--- config.mk ---
export PLATFORM = sky130hd
export DESIGN_NAME = irq_steer_router
export DESIGN_NICKNAME = d
export VERILOG_FILES = /design/src/rtl/irqr_pkg.sv /design/src/rtl/irqr_route_reg.sv /design/src/rtl/irqr_decode.sv /design/src/rtl/irqr_polarity.sv /design/src/rtl/irqr_merge.sv /design/src/rtl/irq_steer_router.sv
export SDC_FILE = /design/constraint.sdc
export NUM_CORES = 1
export LEC_CHECK = 0
export BUFFER_PORTS_ARGS = -buffer_cell sky130_fd_sc_hd__buf_4
export CAP_MARGIN = 20
export CORE_UTILIZATION = 40
export CTS_CLUSTER_DIAMETER = 150
export DETAILED_ROUTE_END_ITERATION = 7
export PLACE_DENSITY = 0.84
export SLEW_MARGIN = 25
export SYNTH_ARGS = -nofsm -noshare
export SYNTH_HDL_FRONTEND = slang
export SYNTH_SLANG_ARGS = --single-unit
--- constraint.sdc ---
create_clock -name clk -period 1.45 [get_ports clk]
set_clock_uncertainty 0.05 [all_clocks]
set_input_delay 0.29 -clock clk [delete_from_list [all_inputs] [get_ports clk]]
set_output_delay 0.29 -clock clk [all_outputs]
set_load 0.05 [all_outputs]
--- src/rtl/irqr_pkg.sv ---
package irqr_pkg;
   localparam int CFG_W     = 8;
   localparam int DIS_BIT   = 7;
   localparam int NUM_W     = 4;
   localparam logic [CFG_W-1:0] CFG_RESET = 8'h80;

   typedef logic [CFG_W-1:0] route_cfg_t;
endpackage

--- src/rtl/irqr_route_reg.sv ---
module irqr_route_reg
   import irqr_pkg::*;
#(
   parameter int IDX   = 0,
   parameter int SEL_W = 2
) (
   input  logic             clk,
   input  logic             rst_n,
   input  logic             wr_en,
   input  logic [SEL_W-1:0] wr_sel,
   input  route_cfg_t       wr_data,
   output route_cfg_t       cfg_q
);
   localparam logic [SEL_W-1:0] MY_SEL = SEL_W'(IDX);

   logic hit;
   assign hit = wr_en && (wr_sel == MY_SEL);

   always_ff @(posedge clk or negedge rst_n) begin
      if (!rst_n) begin
         cfg_q <= CFG_RESET;
      end else if (hit) begin
         cfg_q <= wr_data;
      end
   end
endmodule

--- src/rtl/irqr_decode.sv ---
module irqr_decode
   import irqr_pkg::*;
#(
   parameter int                    NUM_IRQ    = 16,
   parameter logic [NUM_IRQ-1:0]    LEGAL_MASK = 16'hDEF8
) (
   input  route_cfg_t            cfg,
   output logic [NUM_IRQ-1:0]    hit_vec
);
   logic             off;
   logic [NUM_W-1:0] num;

   assign off = cfg[DIS_BIT];
   assign num = cfg[NUM_W-1:0];

   for (genvar i = 0; i < NUM_IRQ; i++) begin : g_line
      if (LEGAL_MASK[i]) begin : g_legal
         assign hit_vec[i] = !off && (num == NUM_W'(i));
      end else begin : g_reserved
         assign hit_vec[i] = 1'b0;
      end
   end
endmodule

--- src/rtl/irqr_polarity.sv ---
module irqr_polarity #(
   parameter int          N        = 3,
   parameter logic [N-1:0] LOW_MASK = '0
) (
   input  logic [N-1:0] raw,
   output logic [N-1:0] norm
);
   for (genvar i = 0; i < N; i++) begin : g_bit
      if (LOW_MASK[i]) begin : g_inv
         assign norm[i] = ~raw[i];
      end else begin : g_buf
         assign norm[i] = raw[i];
      end
   end
endmodule

--- src/rtl/irqr_merge.sv ---
module irqr_merge #(
   parameter int                 NUM_IRQ      = 16,
   parameter int                 NUM_SRC      = 3,
   parameter logic [NUM_IRQ-1:0] PASS_MASK    = 16'hFFFE,
   parameter logic [NUM_IRQ-1:0] ISA_LOW_MASK = 16'h0100
) (
   input  logic [NUM_SRC-1:0]              req,
   input  logic [NUM_SRC-1:0][NUM_IRQ-1:0] hits,
   input  logic [NUM_IRQ-1:0]              isa_raw,
   output logic [NUM_IRQ-1:0]              irq_out
);
   logic [NUM_IRQ-1:0] isa_norm;
   logic [NUM_IRQ-1:0] steer_or;
   logic [NUM_IRQ-1:0] comb;

   irqr_polarity #(.N(NUM_IRQ), .LOW_MASK(ISA_LOW_MASK)) u_isa_pol (
      .raw  (isa_raw),
      .norm (isa_norm)
   );

   always_comb begin
      steer_or = '0;
      for (int s = 0; s < NUM_SRC; s++) begin
         if (req[s]) begin
            steer_or = steer_or | hits[s];
         end
      end
   end

   assign comb = (steer_or | isa_norm) & PASS_MASK;

   irqr_polarity #(.N(NUM_IRQ), .LOW_MASK(ISA_LOW_MASK)) u_out_pol (
      .raw  (comb),
      .norm (irq_out)
   );
endmodule

--- src/rtl/irq_steer_router.sv ---
module irq_steer_router
   import irqr_pkg::*;
#(
   parameter int                 NUM_IRQ      = 16,
   parameter int                 NUM_SHARED   = 2,
   parameter logic [NUM_IRQ-1:0] LEGAL_MASK   = 16'hDEF8,
   parameter logic [NUM_IRQ-1:0] PASS_MASK    = 16'hFFFE,
   parameter logic [NUM_IRQ-1:0] ISA_LOW_MASK = 16'h0100,
   localparam int                NUM_SRC      = NUM_SHARED + 1,
   localparam int                SEL_W        = (NUM_SRC > 1) ? $clog2(NUM_SRC) : 1
) (
   input  logic                  clk,
   input  logic                  rst_n,
   input  logic                  wr_en,
   input  logic [SEL_W-1:0]      wr_sel,
   input  logic [CFG_W-1:0]      wr_data,
   input  logic [NUM_SHARED-1:0] pirq_n,
   input  logic                  mirq,
   input  logic [NUM_IRQ-1:0]    isa_irq,
   output logic [NUM_IRQ-1:0]    irq_out
);
   localparam logic [NUM_SRC-1:0] SRC_LOW_MASK = {1'b0, {NUM_SHARED{1'b1}}};

   if (NUM_IRQ > (1 << NUM_W)) begin : g_chk_width
      $error("NUM_IRQ exceeds the destination field range");
   end
   if (NUM_SHARED < 1) begin : g_chk_shared
      $error("at least one shared source is required");
   end
   if ((LEGAL_MASK & ISA_LOW_MASK) != '0) begin : g_chk_pol
      $error("steering onto an active-low line is not supported");
   end
   if ((LEGAL_MASK & ~PASS_MASK) != '0) begin : g_chk_pass
      $error("a legal destination is masked from the output");
   end

   route_cfg_t [NUM_SRC-1:0]              cfg_q;
   logic       [NUM_SRC-1:0][NUM_IRQ-1:0] hits;
   logic       [NUM_SRC-1:0]              src_raw;
   logic       [NUM_SRC-1:0]              src_req;

   assign src_raw = {mirq, pirq_n};

   for (genvar s = 0; s < NUM_SRC; s++) begin : g_src
      irqr_route_reg #(.IDX(s), .SEL_W(SEL_W)) u_reg (
         .clk     (clk),
         .rst_n   (rst_n),
         .wr_en   (wr_en),
         .wr_sel  (wr_sel),
         .wr_data (wr_data),
         .cfg_q   (cfg_q[s])
      );
      irqr_decode #(.NUM_IRQ(NUM_IRQ), .LEGAL_MASK(LEGAL_MASK)) u_dec (
         .cfg     (cfg_q[s]),
         .hit_vec (hits[s])
      );
   end

   irqr_polarity #(.N(NUM_SRC), .LOW_MASK(SRC_LOW_MASK)) u_src_pol (
      .raw  (src_raw),
      .norm (src_req)
   );

   irqr_merge #(
      .NUM_IRQ      (NUM_IRQ),
      .NUM_SRC      (NUM_SRC),
      .PASS_MASK    (PASS_MASK),
      .ISA_LOW_MASK (ISA_LOW_MASK)
   ) u_merge (
      .req     (src_req),
      .hits    (hits),
      .isa_raw (isa_irq),
      .irq_out (irq_out)
   );
endmodule

==> results of run 1 <==
## stage by stage
step | util, % | hold slack (ns) | setup TNS (ns) | worst slack [ns] | total power, mW
2_1_floorplan | - | -0.05559 | -1.149 | -0.1587 | 0.9890
5_1_grt | 76.20 | 0.2006 | -6.075 | -0.5865 | 1.757
4_1_cts | 73.94 | 0.2009 | -5.385 | -0.5510 | 1.631
6_report | 76.20 | 0.2082 | -5.338 | -0.5301 | 1.670
3_5_place_dp | 64.32 | 0.1022 | -2.539 | -0.2837 | 1.271
3_3_place_gp | 64.32 | 0.09748 | -2.272 | -0.2737 | 1.244
## worst paths after layout
kind                                         start                      end  slack (ns)  cells past startpoint
hold / removal                          wr_data[2]  g_src[0].u_reg.cfg_q[2]        0.21                      2
hold reg to reg            g_src[2].u_reg.cfg_q[3]  g_src[2].u_reg.cfg_q[3]        0.52                      1
min in group asynchronous                    rst_n  g_src[0].u_reg.cfg_q[2]        0.34                      2
max in group asynchronous                    rst_n  g_src[2].u_reg.cfg_q[7]        0.77                      2
setup reg to reg           g_src[1].u_reg.cfg_q[7]  g_src[1].u_reg.cfg_q[7]        0.21                      5
setup / recovery           g_src[1].u_reg.cfg_q[7]              irq_out[11]       -0.53                      4
## Yosys cell counts (all sizes together)
| cell type | instances | area [um2] |
|---|---|---|
| a21oi | 1 | 5.000 |
| a221oi | 6 | 52.55 |
| a22oi | 1 | 7.510 |
| a31oi | 4 | 25.02 |
| a32oi | 2 | 17.52 |
| and2 | 1 | 6.260 |
| and4b | 1 | 10.01 |
| and4bb | 2 | 25.02 |
| buf | 5 | 37.54 |
| conb | 1 | 3.750 |
| dfrtp | 12 | 300.3 |
| dfstp | 3 | 78.83 |
| mux2 | 15 | 168.9 |
| nand2 | 14 | 52.55 |
| nand3 | 4 | 20.02 |
| nand3b | 2 | 15.01 |
| nand4 | 3 | 18.77 |
| nor2 | 4 | 15.01 |
| nor2b | 6 | 37.54 |
| nor3b | 1 | 18.77 |
| nor4 | 2 | 12.51 |
| nor4b | 5 | 56.31 |
| nor4bb | 1 | 10.01 |
## kinds of logic after synthesis
logic type,Yosys count,synth area share [%]
AND/OR/NAND/NOR,46,29.94
multiplexers,15,16.98
flip-flops,15,38.11
AO/OA/AOI/OAI,14,10.82
buffers and inverters,5,3.774
other,1,0.3770
## final cells by class
type / count / share of cell area [%]
Multi-Input combinational cell: 76 / 45.67
Clock buffer: 3 / 1.299
Timing Repair Buffer: 58 / 28.72
Sequential cell: 15 / 22.01
Tap cell: 28 / 2.020
Clock inverter: 1 / 0.2886
## layer usage
metal	part of all wire, %	vias to the layer above	global-route usage (%)
met4	2.0	0	11.71
met2	52	46	45.09
met5	0	-	0
met1	41	510	28.94
li1	-	489	-
met3	5.1	6	1.170
## critical path, stage by stage, from the launching register on
cell      delay (ns)
dfstp_2         0.57
and4bb_4        0.23
a221oi_4        0.31
nand2_2         0.09
buf_6           0.16
## power by group through the flow
stage | clock network, mW | logic, mW | registers, mW
finish | 0.228 | 0.830 | 0.612
global route | 0.255 | 0.877 | 0.625
floorplan | 0 | 0.382 | 0.607
detailed placement | 0 | 0.667 | 0.604
global placement | 0 | 0.650 | 0.594
CTS | 0.240 | 0.786 | 0.605
## what timing repair did
action / 4_1_cts / 5_1_grt
hold endpoints to repair: 12 / 0
resized for setup: 33 / 8
buffers inserted: 3 / 3
setup endpoints to repair: 11 / 11
hold buffers: 1 / 0
pin swaps: 10 / 7
==> flow_metrics.py, run 1 <==
metrics = {
    "outcome": {
        "status": "complete, but fails checks",
        "failed_checks": "setup timing",
    },
    "logic_synthesis": {
        "synth.distinct_cells": 24,
        "ys_seq_area_share_pct": 38.11,
        "syn_nets": 128,
        "avgSynthCellArea_um2": 10.36,
        "syn_area_um2": 994.7,
        "synthCells": 96,
        "synth_warnings": 0,
        "synth-seq-cells": 15,
    },
    "worst_setup_path": {
        "path_class": "reg2out",
        "cp.arrival_ns": 1.64,
        "crit_fanout": 4,
        "cp-start-kind": "flop",
        "worst_setup_path_end_kind": "output port",
        "required_ns": 1.11,
    },
    "detailed_routing": {
        "routed_wl_um": 3083,
        "drt_iter0_markers": 10,
        "routedWlPerCell_um": 17.03,
        "ant_nets": 0,
        "drc": 0,
        "vias_per_cell": 5.807,
        "num_vias": 1051,
        "first_pass_iters": 4,
    },
    "cts": {
        "cts_root_buf": "clkbuf_4",
        "cts_buffers": 3,
        "clk_pin_slew_ns": 0.08,
        "cts_tree": "built",
        "htreeDepth": 1,
        "cts_max_path_buffers": 2,
        "cts_sinks": 15,
        "clk_latency_ns": 0.28,
    },
    "layout": {
        "fin_cells": 181,
        "largest_reg_flops": 15,
        "final_cell_area_mm2": 0.001734,
        "fill_cells": 152,
        "fin_nets": 186,
        "antennaDiodeCount": 0,
        "largest-register": "g_src.u_reg.cfg_q",
        "ff_latch_area_um2": 381.6,
        "multi_input_area_um2": 792.0,
        "drive_gt1_share_pct": 75.82,
        "final_common_cell": "buf_4",
        "final_cell_mix": "buf_4, mux2_2, dfrtp_1, buf_6, nand2_2",
        "areaGrowthSynthToFinish_pct": 74.34,
        "largestRegisters": "g_src.u_reg.cfg_q (15)",
    },
    "timing": {
        "rsz0062_at_grt": "true",
        "period_share_pct": 136.6,
        "layout_setup_ws_ns": -0.5301,
        "finalHoldViolCount": 0,
        "fmax_mhz": 505.0,
        "timing.final.max_slew_violations": 0,
        "fin_crit_ns": 1.980,
        "finalSetupViolations": 11,
    },
    "power": {
        "power_switching_share_pct": 39.06,
        "p_leak_nw": 0.7298,
        "p_clk_share_pct": 13.6,
        "irDropWorstVdd_uv": 766.1,
        "switchingPower_mw": 0.6522,
        "p_seq_share_pct": 36.6,
        "combPwrFrac_pct": 49.7,
        "powerDensity_mw_per_mm2": 962.9,
        "p_int_mw": 1.018,
    },
    "grt": {
        "grt_max_degree": 16,
        "grt_pass1_vias": 1042,
        "grt_overflow": 0,
        "antenna_found_initial": 0,
        "grt_pass1_wl_um": 4747,
        "grt_usage_pct": 24.63,
    },
    "floorplan": {
        "fp.dieW_um": 51.87,
        "dieArea_mm2": 0.002690,
        "ios": 48,
        "chipHeight_um": 51.87,
        "rows": 17,
        "fp.coreArea_mm2": 0.002276,
        "initial_core_util_pct": 43.71,
    },
    "placement": {
        "placed_area_mm2": 0.001464,
        "gp_congestion": 0.8956,
        "numPlacedInstances": 173,
        "port-buffer-count": 34,
        "dp_hpwl_um": 2347,
    },
    "job": {
        "cap_violations": 0,
    },
    "hold_path": {
        "hold_path_class": "in2reg",
    },
}
Note: power is estimated with default switching activity, not from simulation.
==> run 2: changes to the inputs <==
Settings changed: GPL_TIMING_DRIVEN set to 0.
==> flow_metrics.py, run 2 (same netlist as run 1, synthesis figures left out) <==
metrics = {
    "timing": {
        "period_share_pct": 138.4,
        "timing.final.max_slew_violations": 0,
        "finalHoldViolCount": 0,
        "rsz0062_at_grt": "true",
        "finalSetupViolations": 11,
        "setup_tns_ns": -5.281,
        "layout_setup_ws_ns": -0.5572,
        "fmax_mhz": 498.2,
        "fin_crit_ns": 2.007,
    },
    "placement": {
        "dp_hpwl_um": 2083,
        "port-buffer-count": 38,
        "gp_congestion": 0.9364,
        "numPlacedInstances": 162,
    },
    "detailed_routing": {
        "m1WireLength_um": 1175,
        "first_pass_iters": 4,
        "routed_wl_um": 2755,
        "wl_met2_um": 1371,
        "highest_layer": "met3",
        "drc": 0,
        "vias_per_cell": 5.634,
        "ant_nets": 0,
        "drt_iter0_markers": 24,
        "met3_length_um": 209,
        "routedWlPerCell_um": 15.74,
        "num_vias": 986,
    },
    "layout": {
        "largest_reg_flops": 15,
        "fin_nets": 180,
        "fill_cells": 162,
        "drive_gt1_share_pct": 77.55,
        "largest-register": "g_src.u_reg.cfg_q",
        "areaGrowthSynthToFinish_pct": 68.93,
        "largestRegisters": "g_src.u_reg.cfg_q (15)",
        "fin_cells": 175,
        "final_common_cell": "buf_4",
        "antennaDiodeCount": 0,
        "final_cell_mix": "buf_4, mux2_2, nand2_2",
    },
    "power": {
        "power_switching_share_pct": 39.52,
        "irDropWorstVdd_uv": 806.2,
        "combPwrFrac_pct": 44.3,
        "p_clk_share_pct": 13.8,
        "powerDensity_mw_per_mm2": 959.2,
        "p_seq_share_pct": 41.9,
        "p_leak_nw": 0.7199,
        "p_int_mw": 0.9749,
        "switchingPower_mw": 0.6369,
    },
    "floorplan": {
        "initial_core_util_pct": 43.71,
        "fp.coreArea_mm2": 0.002276,
        "dieArea_mm2": 0.002690,
        "chipHeight_um": 51.87,
        "fp.dieW_um": 51.87,
        "ios": 48,
        "rows": 17,
    },
    "cts": {
        "htreeDepth": 1,
        "clk_latency_ns": 0.27,
        "cts_tree": "built",
        "clk_pin_slew_ns": 0.09,
        "cts_sinks": 15,
        "cts_root_buf": "clkbuf_4",
        "cts_buffers": 3,
        "cts_max_path_buffers": 2,
    },
    "outcome": {
        "status": "complete, but fails checks",
        "failed_checks": "setup timing",
    },
    "worst_setup_path": {
        "path_class": "reg2out",
        "r2r_start": "g_src[1].u_reg.cfg_q[1]",
        "cp-start-kind": "flop",
        "cp.arrival_ns": 1.67,
        "crit_start": "g_src[2].u_reg.cfg_q[7]",
        "required_ns": 1.11,
        "worst_setup_path_end_kind": "output port",
        "crit_fanout": 5,
    },
    "job": {
        "cap_violations": 0,
    },
    "grt": {
        "grt_overflow": 0,
        "grt_pass1_vias": 961,
        "grt_usage_pct": 23.01,
        "grt_max_degree": 16,
        "antenna_found_initial": 0,
        "grt_pass1_wl_um": 4485,
    },
    "hold_path": {
        "holdCritStartpoint": "wr_data[2]",
        "hold_path_class": "in2reg",
    },
}
==> run 2: area by class of cell <==
class / instances / area, um2 / area share [%]
Buffer: 5 / 37.54 / 2.234
Tap cell: 28 / 35.03 / 2.085
Clock inverter: 1 / 5.005 / 0.2978
Clock buffer: 3 / 22.52 / 1.340
Timing Repair Buffer: 47 / 415.4 / 24.72
Multi-Input combinational cell: 76 / 778.2 / 46.31
Sequential cell: 15 / 386.6 / 23.01
==> run 2: timing repair <==
action / 4_1_cts / 5_1_grt
hold buffers: 1 / 0
buffers inserted: 5 / 3
setup endpoints to repair: 11 / 11
pin swaps: 17 / 9
hold endpoints to repair: 12 / 0
resized for setup: 33 / 9
==> run 2: critical path, cell delays in order, from the launching register on <==
cell and delay [ns]:
dfstp_2 0.58, and4b_1 0.26, a221oi_2 0.30, nand2_2 0.08
buf_6 0.16
==> run 2: power groups by stage <==
stage | registers [mW] | clock network (mW) | logic, mW
2_1_floorplan | 0.607 | 0 | 0.382
3_3_place_gp | 0.635 | 0 | 0.526
3_5_place_dp | 0.646 | 0 | 0.537
4_1_cts | 0.668 | 0.233 | 0.666
5_1_grt | 0.697 | 0.257 | 0.756
6_report | 0.675 | 0.223 | 0.714
==> run 2: metrics by stage <==
step                      worst slack, ns  util [%]  total power [mW]  area (um2)  hold WS [ns]
after floorplan                   -0.1587         -            0.9890        1061      -0.05559
after global placement            -0.4447     60.69             1.161        1381       0.09459
after detailed placement          -0.4320     60.69             1.183        1381        0.1000
after CTS                         -0.5595     71.41             1.567        1625        0.2035
after global routing              -0.6009     73.83             1.710        1680        0.2101
final                             -0.5572     73.83             1.612        1680        0.2121
==> run 2: final timing paths <==
kind	to	slack, ns	cells after the start
min in group asynchronous	g_src[1].u_reg.cfg_q[2]	0.34	2
setup / recovery	irq_out[9]	-0.56	4
hold / removal	g_src[1].u_reg.cfg_q[2]	0.21	2
setup reg to reg	g_src[1].u_reg.cfg_q[1]	0.42	2
hold reg to reg	g_src[0].u_reg.cfg_q[1]	0.54	1
max in group asynchronous	g_src[0].u_reg.cfg_q[7]	0.76	2
==> run 2: layer usage <==
layer,GRT usage [%],up-vias
met5,0,-
met4,9.009,0
met3,2.047,0
met2,38.68,54
met1,30.16,456
li1,-,476
